--- src/rtl/ata8_pkg.sv ---
package ata8_pkg;
   // classification of one decoded host access
   typedef enum logic [1:0] {
      ACC_NONE    = 2'd0,
      ACC_CMD     = 2'd1,
      ACC_DATA_LO = 2'd2,
      ACC_DATA_HI = 2'd3
   } acc_kind_e;

   function automatic acc_kind_e classify(input logic hit, input logic is_data, input logic odd);
      if (!hit)
         return ACC_NONE;
      else if (!is_data)
         return ACC_CMD;
      else if (odd)
         return ACC_DATA_HI;
      else
         return ACC_DATA_LO;
   endfunction
endpackage

--- src/rtl/ata8_window_decode.sv ---
module ata8_window_decode
   import ata8_pkg::*;
#(
   parameter int          ADDR_W  = 10,
   parameter int          WIN_W   = 4,
   parameter logic [9:0]  BASE_LO = 10'h300,
   parameter logic [9:0]  BASE_HI = 10'h320,
   localparam int         REG_W   = WIN_W - 1
) (
   input  logic [ADDR_W-1:0] addr,
   input  logic              base_sel,
   output logic              hit,
   output logic [REG_W-1:0]  reg_idx,
   output logic              odd,
   output acc_kind_e         kind
);
   localparam int TAG_W = ADDR_W - WIN_W;

   initial begin
      if (WIN_W < 2 || WIN_W >= ADDR_W)
         $error("window width out of range");
      if (BASE_LO[WIN_W-1:0] != '0 || BASE_HI[WIN_W-1:0] != '0)
         $error("window bases must be aligned to the window size");
   end

   logic [TAG_W-1:0] base_tag;
   logic             is_data;

   always_comb begin
      base_tag = base_sel ? BASE_HI[ADDR_W-1:WIN_W] : BASE_LO[ADDR_W-1:WIN_W];
      hit      = (addr[ADDR_W-1:WIN_W] == base_tag);
      reg_idx  = addr[WIN_W-1:1];
      odd      = addr[0];
      is_data  = (reg_idx == '0);
      kind     = classify(hit, is_data, odd);
   end
endmodule

--- src/rtl/ata8_byte_hold.sv ---
module ata8_byte_hold #(
   parameter int BYTE_W = 8
) (
   input  logic              clk,
   input  logic              rst_n,
   input  logic              load,
   input  logic [BYTE_W-1:0] d,
   output logic [BYTE_W-1:0] q
);
   always_ff @(posedge clk or negedge rst_n) begin
      if (!rst_n)
         q <= '0;
      else if (load)
         q <= d;
   end
endmodule

--- src/rtl/ata8_hold_timer.sv ---
module ata8_hold_timer #(
   parameter int HOLD_CYC = 4
) (
   input  logic clk,
   input  logic rst_n,
   input  logic active,
   output logic extend
);
   initial begin
      if (HOLD_CYC < 0)
         $error("hold count must not be negative");
   end

   generate
      if (HOLD_CYC == 0) begin : g_no_hold
         assign extend = 1'b0;
      end else begin : g_hold
         localparam int CNT_W = (HOLD_CYC < 2) ? 1 : $clog2(HOLD_CYC + 1);
         localparam logic [CNT_W-1:0] LOAD_VAL = CNT_W'(HOLD_CYC);
         logic [CNT_W-1:0] cnt;

         always_ff @(posedge clk or negedge rst_n) begin
            if (!rst_n)
               cnt <= '0;
            else if (active)
               cnt <= LOAD_VAL;
            else if (cnt != '0)
               cnt <= cnt - 1'b1;
         end

         assign extend = (cnt != '0);
      end
   endgenerate
endmodule

--- src/rtl/ata8_bridge.sv ---
module ata8_bridge
   import ata8_pkg::*;
#(
   parameter int          ADDR_W   = 10,
   parameter int          WIN_W    = 4,
   parameter int          BYTE_W   = 8,
   parameter logic [9:0]  BASE_LO  = 10'h300,
   parameter logic [9:0]  BASE_HI  = 10'h320,
   parameter int          HOLD_CYC = 4,
   localparam int         REG_W    = WIN_W - 1,
   localparam int         WORD_W   = 2 * BYTE_W
) (
   input  logic              clk,
   input  logic              rst_n,
   input  logic              base_sel,
   input  logic [ADDR_W-1:0] host_addr,
   input  logic              host_ior_n,
   input  logic              host_iow_n,
   input  logic [BYTE_W-1:0] host_din,
   output logic [BYTE_W-1:0] host_dout,
   output logic              host_doe,
   output logic [REG_W-1:0]  drv_addr,
   output logic              drv_rd_n,
   output logic              drv_wr_n,
   input  logic [WORD_W-1:0] drv_din,
   output logic [WORD_W-1:0] drv_dout,
   output logic              drv_doe
);
   // sampled host cycle
   logic              rd_q, wr_q;
   logic [ADDR_W-1:0] addr_q;
   logic [BYTE_W-1:0] din_q;

   always_ff @(posedge clk or negedge rst_n) begin
      if (!rst_n) begin
         rd_q   <= 1'b0;
         wr_q   <= 1'b0;
         addr_q <= '0;
         din_q  <= '0;
      end else begin
         rd_q   <= !host_ior_n;
         wr_q   <= !host_iow_n;
         addr_q <= host_addr;
         din_q  <= host_din;
      end
   end

   logic             hit, odd;
   logic [REG_W-1:0] reg_idx;
   acc_kind_e        kind;

   ata8_window_decode #(
      .ADDR_W (ADDR_W),
      .WIN_W  (WIN_W),
      .BASE_LO(BASE_LO),
      .BASE_HI(BASE_HI)
   ) u_decode (
      .addr    (addr_q),
      .base_sel(base_sel),
      .hit     (hit),
      .reg_idx (reg_idx),
      .odd     (odd),
      .kind    (kind)
   );

   logic              data_reg;
   logic              rd_go, wr_go;
   logic              latch_load;
   logic [BYTE_W-1:0] latch_d, latch_q;
   logic [WORD_W-1:0] wr_word, out_q;
   logic              hold_ext;

   always_comb begin
      data_reg   = (kind == ACC_DATA_LO) || (kind == ACC_DATA_HI);
      // drive read is skipped on the odd data byte, drive write on the even one
      rd_go      = rd_q && (kind != ACC_NONE) && (kind != ACC_DATA_HI);
      wr_go      = wr_q && (kind != ACC_NONE) && (kind != ACC_DATA_LO);
      // holding register loads only on even accesses
      latch_load = hit && !odd && ((rd_q && data_reg) || wr_q);
      latch_d    = rd_q ? drv_din[WORD_W-1:BYTE_W] : din_q;
      wr_word    = data_reg ? {din_q, latch_q} : {{BYTE_W{1'b0}}, din_q};
   end

   ata8_byte_hold #(.BYTE_W(BYTE_W)) u_hold (
      .clk  (clk),
      .rst_n(rst_n),
      .load (latch_load),
      .d    (latch_d),
      .q    (latch_q)
   );

   // last drive word, kept on the lines through the hold extension
   always_ff @(posedge clk or negedge rst_n) begin
      if (!rst_n)
         out_q <= '0;
      else if (wr_go)
         out_q <= wr_word;
   end

   ata8_hold_timer #(.HOLD_CYC(HOLD_CYC)) u_timer (
      .clk   (clk),
      .rst_n (rst_n),
      .active(wr_go),
      .extend(hold_ext)
   );

   assign drv_addr  = reg_idx;
   assign drv_rd_n  = !rd_go;
   assign drv_wr_n  = !wr_go;
   assign drv_dout  = wr_go ? wr_word : out_q;
   assign drv_doe   = wr_go || hold_ext;
   assign host_doe  = hit && rd_q;
   assign host_dout = (kind == ACC_DATA_HI) ? latch_q : drv_din[BYTE_W-1:0];
endmodule

--- config.mk ---
export PLATFORM = sky130hd
export DESIGN_NAME = ata8_bridge
export DESIGN_NICKNAME = d
export VERILOG_FILES = /design/src/rtl/ata8_pkg.sv /design/src/rtl/ata8_window_decode.sv /design/src/rtl/ata8_byte_hold.sv /design/src/rtl/ata8_hold_timer.sv /design/src/rtl/ata8_bridge.sv
export SDC_FILE = /design/constraint.sdc
export NUM_CORES = 1
export LEC_CHECK = 0
export BUFFER_PORTS_ARGS = -buffer_cell sky130_fd_sc_hd__buf_2
export CAP_MARGIN = 10
export CORE_UTILIZATION = 53
export CTS_CLUSTER_SIZE = 28
export DETAILED_ROUTE_END_ITERATION = 10
export PLACE_DENSITY = 0.83
export SETUP_SLACK_MARGIN = 0.1
export SYNTH_ARGS = -nofsm -noshare
export SYNTH_HDL_FRONTEND = slang
export SYNTH_SLANG_ARGS = --single-unit
--- constraint.sdc ---
create_clock -name clk -period 3.74 [get_ports clk]
set_input_delay 0.561 -clock clk [delete_from_list [all_inputs] [get_ports clk]]
set_output_delay 0.561 -clock clk [all_outputs]
set_load 0.02 [all_outputs]
Word-level counts from Yosys, hierarchy flattened. Index checks and enable logic that the tools add are counted.

Logic and storage cells: 43. Register bits after elaboration: 47. Output and inout bits: 31. Input bits: 39.

Reduce and logical (&&, ||, !) cells: 20. Equal/unequal tests: 5. Multiplexer cells: 10. Add/sub/neg operators: 1.

Operators by type and width (count): 16-bit 2-to-1 mux (2); 8-bit 2-to-1 mux (2); 1-bit logical AND (8); 6-bit equality test (1); 2-bit 2-to-1 mux (3); 3-bit 2-to-1 mux (2); 1-bit zero test (5); 2-bit equality test (second input constant) (2); 2-bit != test (second input constant) (2); 2-bit nonzero test (2); 3-bit zero test (1); 1-bit logical OR (3); 3-bit nonzero test (1); 3-bit by 1-bit subtractor with 3-bit output (second input constant) (1); 1-bit 2-to-1 mux (1).

Depth between registers and ports, before layout.
Word-level depth: 8. Gate-level depth with buffers: 5. Gate-level depth less buffers: 5.

By module. From an unflattened synthesis, not the netlist that was laid out.

Cells, all modules: 164. Area total of the unflattened synthesis: 2135.8 sq um.

Modules (own cells, without submodules): ata8_bridge (times used 1, area an instance 1542.7 sq um, cells each 119, seq. area each 900.9 sq um); ata8_byte_hold (times used 1, area an instance 331.6 sq um, cells each 17, seq. area each 200.2 sq um); ata8_hold_timer (times used 1, area an instance 177.7 sq um, cells each 16, seq. area each 75.1 sq um); ata8_window_decode (times used 1, area an instance 83.8 sq um, cells each 12, seq. area each 0.0 sq um).

Worst setup path after synthesis. Ideal clock, no wire load.

Path kind: register -> output. Start: register addr_q[2]. End: output host_dout[0]. Slack: 1.240 ns. Path buffers: 0. Required time: 3.179 ns. Stages on the path, launching flop included: 4. Data arrival time: 1.939 ns. Cells stage by stage: dfrtp_1 -> or4b_2 -> nor4_4 -> mux2_2.

Word-level cells in the longest chain between the ends: 5.

RTL lines: start: declaration (RTL line ata8_bridge.sv:31) `logic [ADDR_W-1:0] addr_q;`; start signal: assignment (RTL line ata8_bridge.sv:43) `addr_q <= host_addr;`; 3-bit zero test (RTL line ata8_window_decode.sv:34) `is_data = (reg_idx == '0);`; 2-bit 2-to-1 mux (RTL line ata8_pkg.sv:13) `else if (!is_data)`; 2-bit 2-to-1 mux (RTL line ata8_pkg.sv:11) `if (!hit)`; 2-bit equality test (RTL line ata8_bridge.sv:113) `assign host_dout = (kind == ACC_DATA_HI) ? latch_q : drv_din[BYTE_W-1:0];`; 8-bit 2-to-1 mux (RTL line ata8_bridge.sv:113); end: declaration (RTL line ata8_bridge.sv:20) `output logic [BYTE_W-1:0] host_dout,`.

Every way passes these cells.

Final worst setup path.
Start: register addr_q[2]. End: output host_dout[2].

Same word-level chain as after synthesis.

==> results.json <==
{
  "instances_no_fill": 255,
  "core_area_sq_um": 3660,
  "p_leak_nw": 1.23,
  "path_clk_slew_ns": 0.09,
  "cts-root-buf": "clkbuf_8",
  "cp_cell_sequence": "or4b_2, nor4_4, mux2_2, buf_2",
  "outcome": "finished, final reports clean",
  "ys_dominant_reg_cell": "dfrtp_1",
  "crit_type": "register to output pin",
  "start_util_pct": 55.0,
  "rows": 22,
  "pin_count": 70,
  "max_slew_margin_pct": 33.8,
  "cp-end-kind": "output pin",
  "crit_buf_inv": 1,
  "syn_area_per_cell_sq_um": 14.9,
  "antenna_left": 0,
  "cts_buffers": 5,
  "cellPowerDensity_nw_per_um2": 449,
  "cp-start-kind": "register",
  "fin_crit_sh_pct": 85.2,
  "wl_um": 3950,
  "io_buffers": 69,
  "synthArstFlopShare_pct": 100,
  "ir_drop_mv": 0.280,
  "clkSinkCount": 47,
  "setup_viol": 0,
  "worst_pin_slew_ns": 0.992,
  "cts_hold_buf": 0,
  "drc": 0,
  "grt_pass1_wl_um": 6620,
  "crit_path_max_incr_delay_ns": 0.76,
  "dieWidth_um": 63.6,
  "fin_nets": 247,
  "grt_max_degree": 48,
  "final_common_cell": "buf_2",
  "syn_area_sq_um": 2010,
  "htree_num_levels": 2,
  "overflow": 0,
  "slew_violations": 0,
  "clk-insertion-delay-late_ns": 0.30,
  "antenna_found_initial": 0,
  "die_area_sq_um": 4050,
  "place.detailed.hpwl_um": 2810,
  "fillers": 268,
  "synth_seq_cells": 47,
  "place_congestion": 0.812,
  "power_mw": 1.11,
  "dr.first_iter.drc_count": 33,
  "syn2layout_area_growth_pct": 23.0,
  "synth_nets": 176,
  "cts_tree": "yes",
  "vias": 1323,
  "cap_violations": 0,
  "cts_buffer_depth": 2,
  "vias_per_cell": 5.19,
  "dp_cells": 247,
  "syn_inst": 135,
  "hp-class": "input port to register",
  "ys_seq_area_share_pct": 58.5,
  "critPathMaxFanout": 8,
  "critPathTopFamily": "simple AND/OR/NAND/NOR gates",
  "ctsResizeCount": 0,
  "gr-usage-all-layers_pct": 22.3,
  "wl_per_cell_um": 15.5,
  "synthDistinctLibCells": 29,
  "grt_setup_unrepaired": "false",
  "drive_gt1_share_pct": 60.4,
  "final.setup.tns_ns": 0,
  "die_h_um": 63.6,
  "layout_common_cells": "69 x buf_2, 47 x dfrtp_1, 40 x mux2_2, 7 x a22o_1, 6 x inv_1",
  "synth_edf_count": 0,
  "drt_first_pass_iters": 6,
  "post_cts_buffers": 0,
  "fmax_ghz": 0.314,
  "fin_skew_ns": 0.00797,
  "required_ns": 3.18,
  "slowest_stage": "or4b_2",
  "grt_pass1_vias": 1395,
  "synth_warnings": 0,
  "hold_viol": 0,
  "cp.arrival_ns": 2.63,
  "antenna_cells": 0,
  "period_needed_ns": 3.19
}
[layout make-up]
class | count | area (sq um) | share of cell area (%)
clock buffers | 6 | 72.6 | 2.93
clock inverters | 2 | 17.5 | 0.708
inverters | 7 | 26.3 | 1.06
multi-input cells | 75 | 769 | 31.1
flip-flops and latches | 47 | 1180 | 47.5
well taps | 48 | 60.1 | 2.43
repair buffers | 70 | 353 | 14.3
[routing by layer]
layer / global-route usage [%] / share of wire, %
met5: 0 / 0
met4: 5.97 / 0.78
met3: 7.07 / 5.0
met2: 36.7 / 49
met1: 28.3 / 45
[metrics by stage]
stage	setup WS [ns]	area, sq um	utilization [%]	hold WS, ns
6_report	0.552	2470	67.6	0.361
5_1_grt	0.434	2470	67.6	0.340
4_1_cts	0.525	2470	67.6	0.352
3_5_place_dp	0.864	2380	65.1	0.485
3_3_place_gp	0.909	2380	65.1	0.475
2_1_floorplan	1.24	2010	-	0.265
[where the power goes]
group | internal, mW | total [mW] | switching [mW] | leakage, nW
sequential | 0.560 | 0.591 | 0.0307 | 0.592
combinational | 0.103 | 0.219 | 0.116 | 0.590
clock | 0.134 | 0.300 | 0.166 | 0.0454
[final timing paths]
kind / startpoint / end / slack, ns / cells past startpoint
max: addr_q[2]$_DFF_PN0_ / host_dout[2] / 0.55 / 4
min: host_addr[5] / addr_q[5]$_DFF_PN0_ / 0.36 / 1
max in group asynchronous: rst_n / addr_q[1]$_DFF_PN0_ / 2.70 / 1
min in group asynchronous: rst_n / out_q[5]$_DFF_PN0_ / 0.42 / 1
max reg2reg: rd_q$_DFF_PN0_ / u_hold.q[3]$_DFFE_PN0P_ / 1.24 / 3
min reg2reg: out_q[2]$_DFF_PN0_ / out_q[2]$_DFF_PN0_ / 0.50 / 1
[Yosys cell counts (all sizes together), types with 2 or more instances]
library cell	instances	share of area, %
buf	4	1.4
nor2	3	0.56
or4b	2	1.2
ha	2	1.2
nor3	2	0.75
nor4	3	2.3
inv	6	1.1
nand2	2	0.37
a22o	7	3.0
mux2i	2	1.0
nand2b	3	0.93
dfrtp	47	58
mux2	40	22
[worst reg2reg max path, delay by kind of cell (launching register included)]
family             cells  cell delay (ns)
AOI/OAI and AO/OA      1             0.77
DFF                    1             0.67
and+or+nand+nor        1             0.54
muxes                  1             0.42
[sequential cells by signal (all words and copies together), names as in the netlist]
name and flops:
u_timer.g_hold.cnt 3, wr_q 1, din_q 8, addr_q 10
rd_q 1, u_hold.q 8, out_q 16
[cell families (layout without fill, tap and decap cells)]
logic type	Yosys count	count (layout)	synth area share [%]
adders and majority gates	2	2	1.24
and+or+nand+nor	19	19	7.52
muxes	42	42	23.4
DFF	47	47	58.5
buffers and inverters	13	85	3.30
AOI/OAI and AO/OA	10	10	5.22
xor gates and xnor gates	2	2	0.871
Power figures use the tool's default switching activity.
